===== config.mk =====
export PLATFORM = sky130hd
export DESIGN_NAME = burst_addr_gen
export DESIGN_NICKNAME = d
export VERILOG_FILES = /design/src/rtl/burst_addr_pkg.sv /design/src/rtl/burst_kind_decode.sv /design/src/rtl/burst_addr_step.sv /design/src/rtl/burst_start_check.sv /design/src/rtl/burst_beat_track.sv /design/src/rtl/burst_addr_gen.sv
export SDC_FILE = /design/constraint.sdc
export NUM_CORES = 1
export LEC_CHECK = 0
export ABC_AREA = 1
export BUFFER_PORTS_ARGS = -buffer_cell sky130_fd_sc_hd__buf_2
export CAP_MARGIN = 15
export CORE_MARGIN = 4
export CORE_UTILIZATION = 58
export CTS_CLUSTER_DIAMETER = 200
export CTS_CLUSTER_SIZE = 25
export DETAILED_ROUTE_END_ITERATION = 8
export HOLD_SLACK_MARGIN = 0.06
export PLACE_DENSITY = 0.81
export SLEW_MARGIN = 20
export SYNTH_ARGS = -nofsm -noshare
export SYNTH_HDL_FRONTEND = slang
export SYNTH_SLANG_ARGS = --single-unit

===== constraint.sdc =====
create_clock -name clk -period 3.43 [get_ports clk]
set_clock_uncertainty 0.1 [all_clocks]
set_input_delay 0.1715 -clock clk [delete_from_list [all_inputs] [get_ports clk]]
set_output_delay 0.1715 -clock clk [all_outputs]
set_load 0.02 [all_outputs]

===== src/rtl/burst_addr_pkg.sv =====
package burst_addr_pkg;

  typedef enum logic [2:0] {
    BK_ONE    = 3'b000,
    BK_OPEN   = 3'b001,
    BK_WRAP4  = 3'b010,
    BK_INC4   = 3'b011,
    BK_WRAP8  = 3'b100,
    BK_INC8   = 3'b101,
    BK_WRAP16 = 3'b110,
    BK_INC16  = 3'b111
  } burst_kind_e;

endpackage


===== src/rtl/burst_kind_decode.sv =====
module burst_kind_decode
  import burst_addr_pkg::*;
(
  input  burst_kind_e kind,
  output logic        is_wrap,
  output logic [2:0]  len_lg
);
  always_comb begin
    is_wrap = 1'b0;
    len_lg  = 3'd0;
    unique case (kind)
      BK_ONE:    len_lg = 3'd0;
      BK_OPEN:   len_lg = 3'd0;
      BK_WRAP4:  begin is_wrap = 1'b1; len_lg = 3'd2; end
      BK_INC4:   len_lg = 3'd2;
      BK_WRAP8:  begin is_wrap = 1'b1; len_lg = 3'd3; end
      BK_INC8:   len_lg = 3'd3;
      BK_WRAP16: begin is_wrap = 1'b1; len_lg = 3'd4; end
      BK_INC16:  len_lg = 3'd4;
      default:   len_lg = 3'd0;
    endcase
  end
endmodule


===== src/rtl/burst_addr_step.sv =====
module burst_addr_step #(
  parameter int ADDR_W   = 32,
  parameter int BOUND_LG = 10
) (
  input  logic [ADDR_W-1:0] cur_addr,
  input  logic [2:0]        size,
  input  logic              is_wrap,
  input  logic [2:0]        len_lg,
  output logic [ADDR_W-1:0] next_addr,
  output logic              crosses
);
  logic [ADDR_W-1:0] stride;
  logic [ADDR_W-1:0] summed;
  logic [ADDR_W-1:0] win_mask;
  logic [4:0]        win_lg;

  always_comb begin
    stride   = ADDR_W'(1) << size;
    summed   = cur_addr + stride;
    win_lg   = {2'b00, size} + {2'b00, len_lg};
    win_mask = (ADDR_W'(1) << win_lg) - ADDR_W'(1);
    if (is_wrap) begin
      next_addr = (cur_addr & ~win_mask) | (summed & win_mask);
      crosses   = 1'b0;
    end else begin
      next_addr = summed;
      crosses   = (summed >> BOUND_LG) != (cur_addr >> BOUND_LG);
    end
  end
endmodule


===== src/rtl/burst_start_check.sv =====
module burst_start_check #(
  parameter int ADDR_W   = 32,
  parameter int BUS_LG   = 7,
  parameter int BOUND_LG = 10
) (
  input  logic [ADDR_W-1:0] start_addr,
  input  logic [2:0]        size,
  input  logic              is_wrap,
  input  logic [2:0]        len_lg,
  output logic              bad
);
  localparam logic [2:0] BUS_LIM   = 3'(BUS_LG);
  localparam logic [4:0] BOUND_LIM = 5'(BOUND_LG);

  logic [ADDR_W-1:0] low_mask;
  logic [4:0]        win_lg;
  logic              misaligned;
  logic              too_wide;
  logic              window_big;

  always_comb begin
    low_mask   = (ADDR_W'(1) << size) - ADDR_W'(1);
    misaligned = |(start_addr & low_mask);
    too_wide   = size > BUS_LIM;
    win_lg     = {2'b00, size} + {2'b00, len_lg};
    window_big = is_wrap && (win_lg > BOUND_LIM);
    bad        = misaligned || too_wide || window_big;
  end
endmodule


===== src/rtl/burst_beat_track.sv =====
module burst_beat_track #(
  parameter int BEAT_W = 8
) (
  input  logic              clk,
  input  logic              rst_n,
  input  logic              clear,
  input  logic              advance,
  input  logic              active,
  input  logic              fixed_len,
  input  logic [2:0]        len_lg,
  output logic [BEAT_W-1:0] beat,
  output logic              last
);
  localparam logic [BEAT_W-1:0] SAT = '1;

  logic [BEAT_W-1:0] beat_q;
  logic [BEAT_W-1:0] final_idx;

  always_comb begin
    final_idx = BEAT_W'((32'd1 << len_lg) - 32'd1);
    last      = active && fixed_len && (beat_q == final_idx);
  end

  always_ff @(posedge clk or negedge rst_n) begin
    if (!rst_n) begin
      beat_q <= '0;
    end else if (clear) begin
      beat_q <= '0;
    end else if (advance && !last && beat_q != SAT) begin
      beat_q <= beat_q + BEAT_W'(1);
    end
  end

  assign beat = beat_q;
endmodule


===== src/rtl/burst_addr_gen.sv =====
module burst_addr_gen
  import burst_addr_pkg::*;
#(
  parameter int ADDR_W   = 32,
  parameter int BUS_LG   = 7,
  parameter int BOUND_LG = 10,
  parameter int BEAT_W   = 8
) (
  input  logic              clk,
  input  logic              rst_n,
  input  logic              start_i,
  input  logic [ADDR_W-1:0] start_addr_i,
  input  logic [2:0]        burst_i,
  input  logic [2:0]        size_i,
  input  logic              step_i,
  input  logic              idle_i,
  output logic [ADDR_W-1:0] addr_o,
  output logic [BEAT_W-1:0] beat_o,
  output logic              last_o,
  output logic              active_o,
  output logic              err_o
);
  logic [ADDR_W-1:0] addr_q;
  logic [2:0]        size_q;
  burst_kind_e       kind_q;
  logic              active_q;
  logic              err_q;

  logic              cur_wrap, new_wrap;
  logic [2:0]        cur_len_lg, new_len_lg;
  logic [ADDR_W-1:0] next_addr;
  logic              step_cross;
  logic              start_bad;
  logic              fixed_len;
  logic              at_last;
  logic              take_step;

  burst_kind_decode u_dec_cur (
    .kind    (kind_q),
    .is_wrap (cur_wrap),
    .len_lg  (cur_len_lg)
  );

  burst_kind_decode u_dec_new (
    .kind    (burst_kind_e'(burst_i)),
    .is_wrap (new_wrap),
    .len_lg  (new_len_lg)
  );

  burst_addr_step #(.ADDR_W(ADDR_W), .BOUND_LG(BOUND_LG)) u_step (
    .cur_addr  (addr_q),
    .size      (size_q),
    .is_wrap   (cur_wrap),
    .len_lg    (cur_len_lg),
    .next_addr (next_addr),
    .crosses   (step_cross)
  );

  burst_start_check #(.ADDR_W(ADDR_W), .BUS_LG(BUS_LG), .BOUND_LG(BOUND_LG)) u_chk_start (
    .start_addr (start_addr_i),
    .size       (size_i),
    .is_wrap    (new_wrap),
    .len_lg     (new_len_lg),
    .bad        (start_bad)
  );

  assign fixed_len = (kind_q != BK_OPEN);
  assign take_step = step_i && active_q && !start_i && !idle_i;

  burst_beat_track #(.BEAT_W(BEAT_W)) u_beats (
    .clk       (clk),
    .rst_n     (rst_n),
    .clear     (start_i),
    .advance   (take_step),
    .active    (active_q),
    .fixed_len (fixed_len),
    .len_lg    (cur_len_lg),
    .beat      (beat_o),
    .last      (at_last)
  );

  always_ff @(posedge clk or negedge rst_n) begin
    if (!rst_n) begin
      addr_q   <= '0;
      size_q   <= '0;
      kind_q   <= BK_ONE;
      active_q <= 1'b0;
      err_q    <= 1'b0;
    end else if (start_i) begin
      addr_q   <= start_addr_i;
      size_q   <= size_i;
      kind_q   <= burst_kind_e'(burst_i);
      active_q <= 1'b1;
      err_q    <= start_bad;
    end else if (idle_i) begin
      active_q <= 1'b0;
    end else if (take_step) begin
      if (at_last) begin
        active_q <= 1'b0;
      end else begin
        addr_q <= next_addr;
        err_q  <= err_q | step_cross;
      end
    end
  end

  assign addr_o   = addr_q;
  assign last_o   = at_last;
  assign active_o = active_q;
  assign err_o    = err_q;
endmodule


After elaboration in Yosys (flattened, before gate mapping) --
Index checks and enable logic that the tools add are counted.
Cells by class: $add $sub $neg 7, magnitude comparators 2, equal/unequal tests 20, shift operators 4, mux-type cells 20, bitwise logic cells 6, reductions and logical operators 32
Operators with widths (number):
- $mux W32 | 5
- $and A32 B32 Y32 | 3
- $shl A1 B3 Y32 const A | 2
- $sub A32 B2 Y32 const B | 2
- $add A32 B32 Y32 | 1
- $not A32 Y32 | 1
- $or A32 B32 Y32 | 1
- $reduce_or A32 Y1 | 1
- $shl A1 B5 Y32 const A | 1
- $eq A3 B3 Y1 const B | 8
- $pmux W3 S4 | 2
- $ne A22 B22 Y1 | 1
- $mux W8 | 2
- $reduce_or A2 Y1 | 8
- $eq A3 B2 Y1 const B | 4
- $mux W1 | 11
- $add A3 B3 Y4 | 2
- $add A8 B1 Y8 const B | 1
- $eq A8 B8 Y1 | 1
- $logic_and A1 B1 Y1 | 8
- $ne A8 B8 Y1 const B | 1
- $shl A1 B3 Y8 const A | 1
- $sub A8 B1 Y8 const B | 1
- $eq A3 B1 Y1 const B | 2
- 13 further kinds | 21
Word-level totals: bits in registers 48, input port bits 43, output and inout bits 43, logic and storage cells 97

Longest topological paths before layout --
Gate-level depths: netlist of the first run.
depth in word-level cells 14, depth in mapped cells 19, mapped depth without buffers 19

Cells and area by module --
From an unflattened synthesis of the first run, not the netlist that was laid out.
Unflattened totals: cells, all modules 827, area total of the unflattened synthesis 5059.9 µm²
By module, submodules not included:
- burst_addr_gen | instances 1, cells each 285, area each 2045.7 µm²
- burst_addr_step | instances 1, cells each 348, area each 1826.8 µm²
- burst_beat_track | instances 1, cells each 107, area each 730.7 µm²
- burst_start_check | instances 1, cells each 75, area each 376.6 µm²
- burst_kind_decode | instances 2, cells each 6, area each 40.0 µm²

Worst setup path after synthesis of the first run --
OpenSTA, ideal clock, no wires.
kind reg-to-reg, start point register kind_q[2], end point register (tool-made name), arrival 2.520 ns, data required time 3.211 ns, setup slack 0.692 ns, stages on the path, launching flop included 16, path buffers 0, clock period less this slack 2.738 ns, cells stage by stage dfrtp_1 > inv_2 > nor2_1 > ha_1 > fa_1 > nor2_2 > nand3_1 > ha_1 > nand3_2 > nor2_1 > nand2_4 > nand2_4 > nand2_4 > clkinv_2 > nand2_1 > o21a_1
RTL lines:
- start: declaration | line burst_addr_gen.sv:25 | burst_kind_e kind_q;
- start signal: assignment | line burst_addr_gen.sv:92 | kind_q <= burst_kind_e'(burst_i);

==> results of run 1 <==
-- final cells by class --
| type | count | area share (%) |
|---|---|---|
| multi-input cells | 629 | 56.7 |
| flip-flops and latches | 48 | 21.2 |
| repair buffers | 103 | 10.6 |
| inverters | 107 | 7.12 |
| well taps | 105 | 2.32 |
| clock buffers | 5 | 1.22 |
| clock inverters | 3 | 0.840 |
-- stage by stage --
step | setup slack [ps] | hold slack [ps]
after floorplan | 692 | -224
after global placement | 536 | 15.9
after CTS | 433 | 60.6
final | 382 | 63.7
after global routing | 155 | 77.4
after detailed placement | 448 | 20.1
-- cell usage after synthesis (all sizes together), types with 6 or more instances --
| cell | number |
|---|---|
| nor2 | 89 |
| ha | 20 |
| inv | 106 |
| nand2 | 288 |
| nor3 | 20 |
| buf | 6 |
| nand4 | 10 |
| a21oi | 29 |
| dfrtp | 48 |
| nand3 | 71 |
| clkbuf | 8 |
| o21ai | 50 |
-- worst max-delay path: stages (launching register included) --
cell and delay [ps]:
dfrtp_1 500, nor3_1 250, ha_1 210, inv_1 60
fa_1 410, o21ai_1 370, a21oi_2 160, nor2_1 400
nand4_1 150, o21ai_0 110, nand3_1 90, nand2_1 100
inv_1 40
-- power breakdown --
group	switching (mW)	internal [mW]	leakage (nW)	total [mW]
clock	0.230	0.220	0.0583	0.451
sequential	0.164	0.669	0.599	0.833
combinational	0.898	0.462	2.45	1.36
-- cells by family (layout without fill, tap and decap cells) --
| group | Yosys count | in the layout |
|---|---|---|
| AO/OA/AOI/OAI | 102 | 102 |
| XOR/XNOR | 10 | 10 |
| adder cells (fa/ha/maj) | 23 | 23 |
| buffers and inverters | 121 | 218 |
| flip-flops | 48 | 48 |
| multiplexers | 1 | 1 |
| AND/OR/NAND/NOR | 493 | 493 |
-- routing by layer --
layer | routed length (µm) | global-route usage, %
met4 | 376 | 10.3
met5 | 0 | 0
met1 | 6480 | 41.9
met2 | 7270 | 53.4
met3 | 1210 | 4.17
-- layout by cell type, fill, tap and decap left out, drive strengths merged, types with 20 or more instances in the layout --
master	instances
a21oi	29
buf	88
dfrtp	48
ha	20
inv	106
nand2	288
nand3	71
nor2	89
nor3	20
o21ai	50
-- how the worst min path moves through the flow --
stage                           startpoint   endpoint
after floorplan                      rst_n  async pin
after global placement               rst_n  async pin
after detailed placement             rst_n  async pin
after CTS                 start_addr_i[25]       flop
after global routing       start_addr_i[9]       flop
final                     start_addr_i[25]       flop
-- timing repair --
item	CTS	global route
hold buffers	15	0
endpoints found under the hold margin	27	0
setup buffers	0	0
==> results by group, run 1 <==
Placement
  – Placed Area: 5390 µm²
  – IO buf count: 85
  – Dpl hpwl: 11900 µm
  – Placed cell count: 977
  – GP Congestion: 0.937

Clocking
  – Longest Clk Path Bufs: 2
  – CTS tree: done
  – CTS Buf Count: 5
  – H-tree depth: 2
  – Clock-pin slew on the worst setup and hold paths: 110 ps
  – Worst skew pair latency: 310 ps
  – Sink Count: 48
  – Cts repair resizes: 0
  – Root Buffer Master: clkbuf_8

Yosys
  – Post-synth top area cell: dfrtp_1
  – Mapped Avg Cell Area: 6.12 µm²
  – Cell count after synthesis: 798
  – Post-synthesis mux area share: 0.205%
  – Syn Nets: 864
  – Yosys cell types: 49
  – Adder-Cell Fraction of Synth Area: 6.35%
  – Synthesized cell area: 4890 µm²
  – Seq cells post-synth: 48
  – Main combinational cell family by area after synthesis: simple AND/OR/NAND/NOR gates
  – Top cells by area, synth: dfrtp_1 25%, nand2_1 21%, inv_1 7.5%
  – Post-Synth Simple-Gate Area: 45.3%
  – Synth async-reset ratio: 100%
  – Post-synth top area share: 24.6%
  – XOR/XNOR Fraction of Synth Area: 1.79%
  – Compound-Gate Fraction of Synth Area: 12.1%
  – Seq/Total Area, Yosys: 24.6%
  – Main synth FF type: dfrtp_1
  – Yosys warns: 0
  – EDFF count, synth: 0

STA
  – Setup-violating endpoint count in the final report: 0
  – Final-report hold violation count: 0
  – Setup TNS: 0 ps
  – RSZ-0062 raised after global routing: false
  – Final period utilization: 88.9%
  – Worst Max-Slew Pin Slew: 604 ps
  – Slew margin rel.: 59.6%
  – Final worst path period need: 3050 ps
  – Fmax: 328 MHz
  – Max Transition Viols Final: 0

Layout
  – Multi-input logic area: 3210 µm²
  – Fin util: 68.9%
  – Diode count: 0
  – Design Area, Final: 5660 µm²
  – Final Instance Count excl. Fillers: 1000
  – Share of cells above drive strength 1: 15.8%
  – Fillcell total: 756
  – Area delta synth->final: 15.8%
  – Nets: 960
  – Sequential cell area: 1200 µm²

Detailed routing
  – Total wire length: 15300 µm
  – Drt drc: 0
  – Via-per-instance ratio: 5.60
  – Initial DRC Count: 359
  – Post-DRT Antenna Nets: 0
  – DR pass1 iterations: 5
  – Routed WL per cell: 15.3 µm
  – Via count: 5595

Power
  – Max VDD drop: 0.000239 V
  – Power Total: 2.64 mW
  – P per Cell Area: 467 nW/µm²
  – Leakage power: 3.11 nW

Global route
  – Global-route wire length before repair: 25500 µm
  – Vias in the first global route: 5419
  – Gr usage total: 31.6%
  – Largest net degree at the start of global routing: 51
  – GRT Residual Overflow: 0
  – Initial antenna violation count: 0

Floorplanning
  – Die Area: 9960 µm²
  – DIE HEIGHT: 99.8 µm
  – Initial Utilization: 59.5%
  – Total core area: 8220 µm²
  – Num rows: 33
  – Die width: 99.8 µm
  – Top-level port count: 86

Worst setup path
  – FF-to-FF path depth: 12
  – Critical path startpoint: size_q[1]
  – R2R setup slack: 380 ps
  – Worst EP arrival: 3170 ps
  – Startpoint Class: flop
  – CP endpoint kind: flop
  – Critical path peak fanout: 7
  – Worst setup path class: reg -> reg
  – Req. time, crit path: 3550 ps
  – Worst reg2reg path startpoint: size_q[1]

Min path
  – Worst Hold Class: in -> reg
  – Hold path depth: 5

Flow run
  – Max capacitance violation total: 0

Status
  – Status: complete, no violations
No activity file was read; power rests on OpenSTA's default activity.
==> inputs of run 2 (changes only) <==
--- a/config.mk
+++ b/config.mk
@@ -15,6 +15,7 @@
 export DETAILED_ROUTE_END_ITERATION = 8
 export HOLD_SLACK_MARGIN = 0.06
 export PLACE_DENSITY = 0.81
+export RECOVER_POWER = 50
 export SLEW_MARGIN = 20
 export SYNTH_ARGS = -nofsm -noshare
 export SYNTH_HDL_FRONTEND = slang
==> run 2 against run 1 <==
Compared with the run above:
- the run now ends with capacitance limit, slew limit left
- clock-buffer cell count stayed put
- clock power hardly changed
- non-clock buffer count stayed put
- worst hold slack worse by 1.2 ps
- global-route usage stayed put
- die area stayed put
- critical path depth is 2 higher
- sequential share of layout area is 0.21 points higher
- fmax hardly changed
- total power is 0.70% lower
- register-to-register slack hardly changed
==> results by group, run 2 (synthesis results as in run 1) <==
STA
  – Final period utilization: 88.8%
  – Setup TNS: 0 ps
  – Fmax: 328 MHz
  – RSZ-0062 raised after global routing: false
  – Worst Max-Slew Pin Slew: 2410 ps
  – Max Transition Viols Final: 51
  – Setup-violating endpoint count in the final report: 0
  – Final-report hold violation count: 0
  – Slew margin rel.: -60.8%
  – WHS: 62.5 ps
  – Final worst path period need: 3050 ps

Clocking
  – H-tree depth: 2
  – Post-CTS setup buffers: 0
  – Longest Clk Path Bufs: 2
  – CTS tree: done
  – CTS Buf Count: 5
  – Cts repair resizes: 0
  – Sink Count: 48
  – Worst skew pair latency: 310 ps
  – Clock-pin slew on the worst setup and hold paths: 110 ps
  – Root Buffer Master: clkbuf_8

Worst setup path
  – FF-to-FF path depth: 14
  – Critical path peak fanout: 6
  – Crit-path cells: inv_2 -> nor2_1 -> ha_1 -> fa_1 -> nor2_2 -> nand3_1 -> ha_1 -> nand3_2 -> nor2_1 -> nand2_4 -> nand2_4 -> nand2_4 -> a21oi_1 -> a21oi_1
  – Worst setup path class: reg -> reg
  – CP max stage delay: 570 ps
  – R2R setup slack: 380 ps
  – Req. time, crit path: 3560 ps
  – Worst reg2reg path startpoint: kind_q[2]
  – Startpoint Class: flop
  – Crit path top cell by count: nand2_4
  – Critical Path Stages: 14
  – Crit path buffers/inverters: 1
  – CP top delay family: adder cells
  – Worst EP arrival: 3180 ps
  – CP endpoint kind: flop
  – Critical path startpoint: kind_q[2]
  – Crit-path slowest cell: fa_1

Layout
  – Commonest cells after routing, fill and taps aside: 275 x nand2_1, 98 x inv_1, 76 x nor2_1
  – Area delta synth->final: 14.6%
  – Final Instance Count excl. Fillers: 1000
  – Diode count: 0
  – Commonest non-fill, non-tap cell in the layout: nand2_1
  – Design Area, Final: 5600 µm²
  – Share of cells above drive strength 1: 11.2%
  – Nets: 960

Detailed routing
  – Initial DRC Count: 377
  – Via count: 5653
  – Via-per-instance ratio: 5.65
  – DR pass1 iterations: 5
  – Routed WL per cell: 15.3 µm
  – Drt drc: 0
  – Post-DRT Antenna Nets: 0
  – Total wire length: 15300 µm

Floorplanning
  – Top-level port count: 86
  – Total core area: 8220 µm²
  – Initial Utilization: 59.5%
  – Die width: 99.8 µm
  – DIE HEIGHT: 99.8 µm
  – Num rows: 33
  – Die Area: 9960 µm²

Global route
  – Global-route wire length before repair: 25500 µm
  – Largest net degree at the start of global routing: 51
  – Initial antenna violation count: 0
  – Vias in the first global route: 5419
  – Gr usage total: 31.6%
  – GRT Residual Overflow: 0

Placement
  – GP Congestion: 0.937
  – Placed cell count: 977
  – IO buf count: 85
  – Placed Area: 5390 µm²
  – Dpl hpwl: 11900 µm

Status
  – Failing checks: capacitance limit, slew limit
  – Status: complete, but fails checks

Min path
  – Hold Crit Start: start_addr_i[25]
  – Worst Hold Class: in -> reg

Power
  – P per Cell Area: 469 nW/µm²
  – Max VDD drop: 0.000237 V
  – Leakage power: 2.97 nW

Flow run
  – Max capacitance violation total: 1
run 2: cell count changes in the layout (fill, tap and decap cells not counted):
cell,previous run,this run
buf_4,3,1
clkbuf_2,0,1
buf_2,85,45
clkbuf_1,0,41
run 2: repair_timing:
item,CTS,global route
hold buffers,15,0
endpoints found under the setup margin,0,0
endpoints found under the hold margin,27,0
run 2: worst min-delay path by stage:
stage	endpoint	slack (ps)	cells after the start
global route	flop	80	3
finish	flop	60	5
CTS	flop	60	5
detailed placement	async pin	20	1
floorplan	async pin	-220	0
global placement	async pin	20	1
run 2: worst register-to-register path, stage by stage (launching register included):
cell and delay [ps]:
dfrtp_1 430, inv_2 90, nor2_1 40, ha_1 220, fa_1 570, nor2_2 300
nand3_1 210, ha_1 280, nand3_2 100, nor2_1 70, nand2_4 100, nand2_4 60
nand2_4 80, a21oi_1 70, a21oi_1 250
run 2: layout make-up:
type	instances	area, µm²
Multi-Input combinational cell	629	3210
Clock inverter	3	47.5
Tap cell	105	131
Inverter	107	403
Clock buffer	5	68.8
Sequential cell	48	1200
Timing Repair Buffer	103	542
Fill cell	778	2610
run 2: metal layers:
layer  GRT usage [%]  share of wire (%)
met3            4.17                8.0
met4            10.3                2.8
met5               0                  0
met2            53.4                 47
met1            41.9                 42
run 2: stage by stage:
| step | util (%) | power (mW) | setup WS [ps] |
|---|---|---|---|
| finish | 68.2 | 2.62 | 383 |
| global route | 68.2 | 2.82 | 155 |
| CTS | 68.9 | 2.64 | 433 |
| detailed placement | 65.6 | 2.17 | 448 |
| global placement | 65.6 | 2.14 | 536 |
| floorplan | - | 1.78 | 692 |
run 2: where the power goes:
| group | switching (mW) | internal (mW) | leakage [nW] |
|---|---|---|---|
| combinational | 0.898 | 0.438 | 2.31 |
| sequential | 0.168 | 0.669 | 0.599 |
| clock | 0.231 | 0.221 | 0.0583 |
| total | 1.30 | 1.33 | 2.97 |
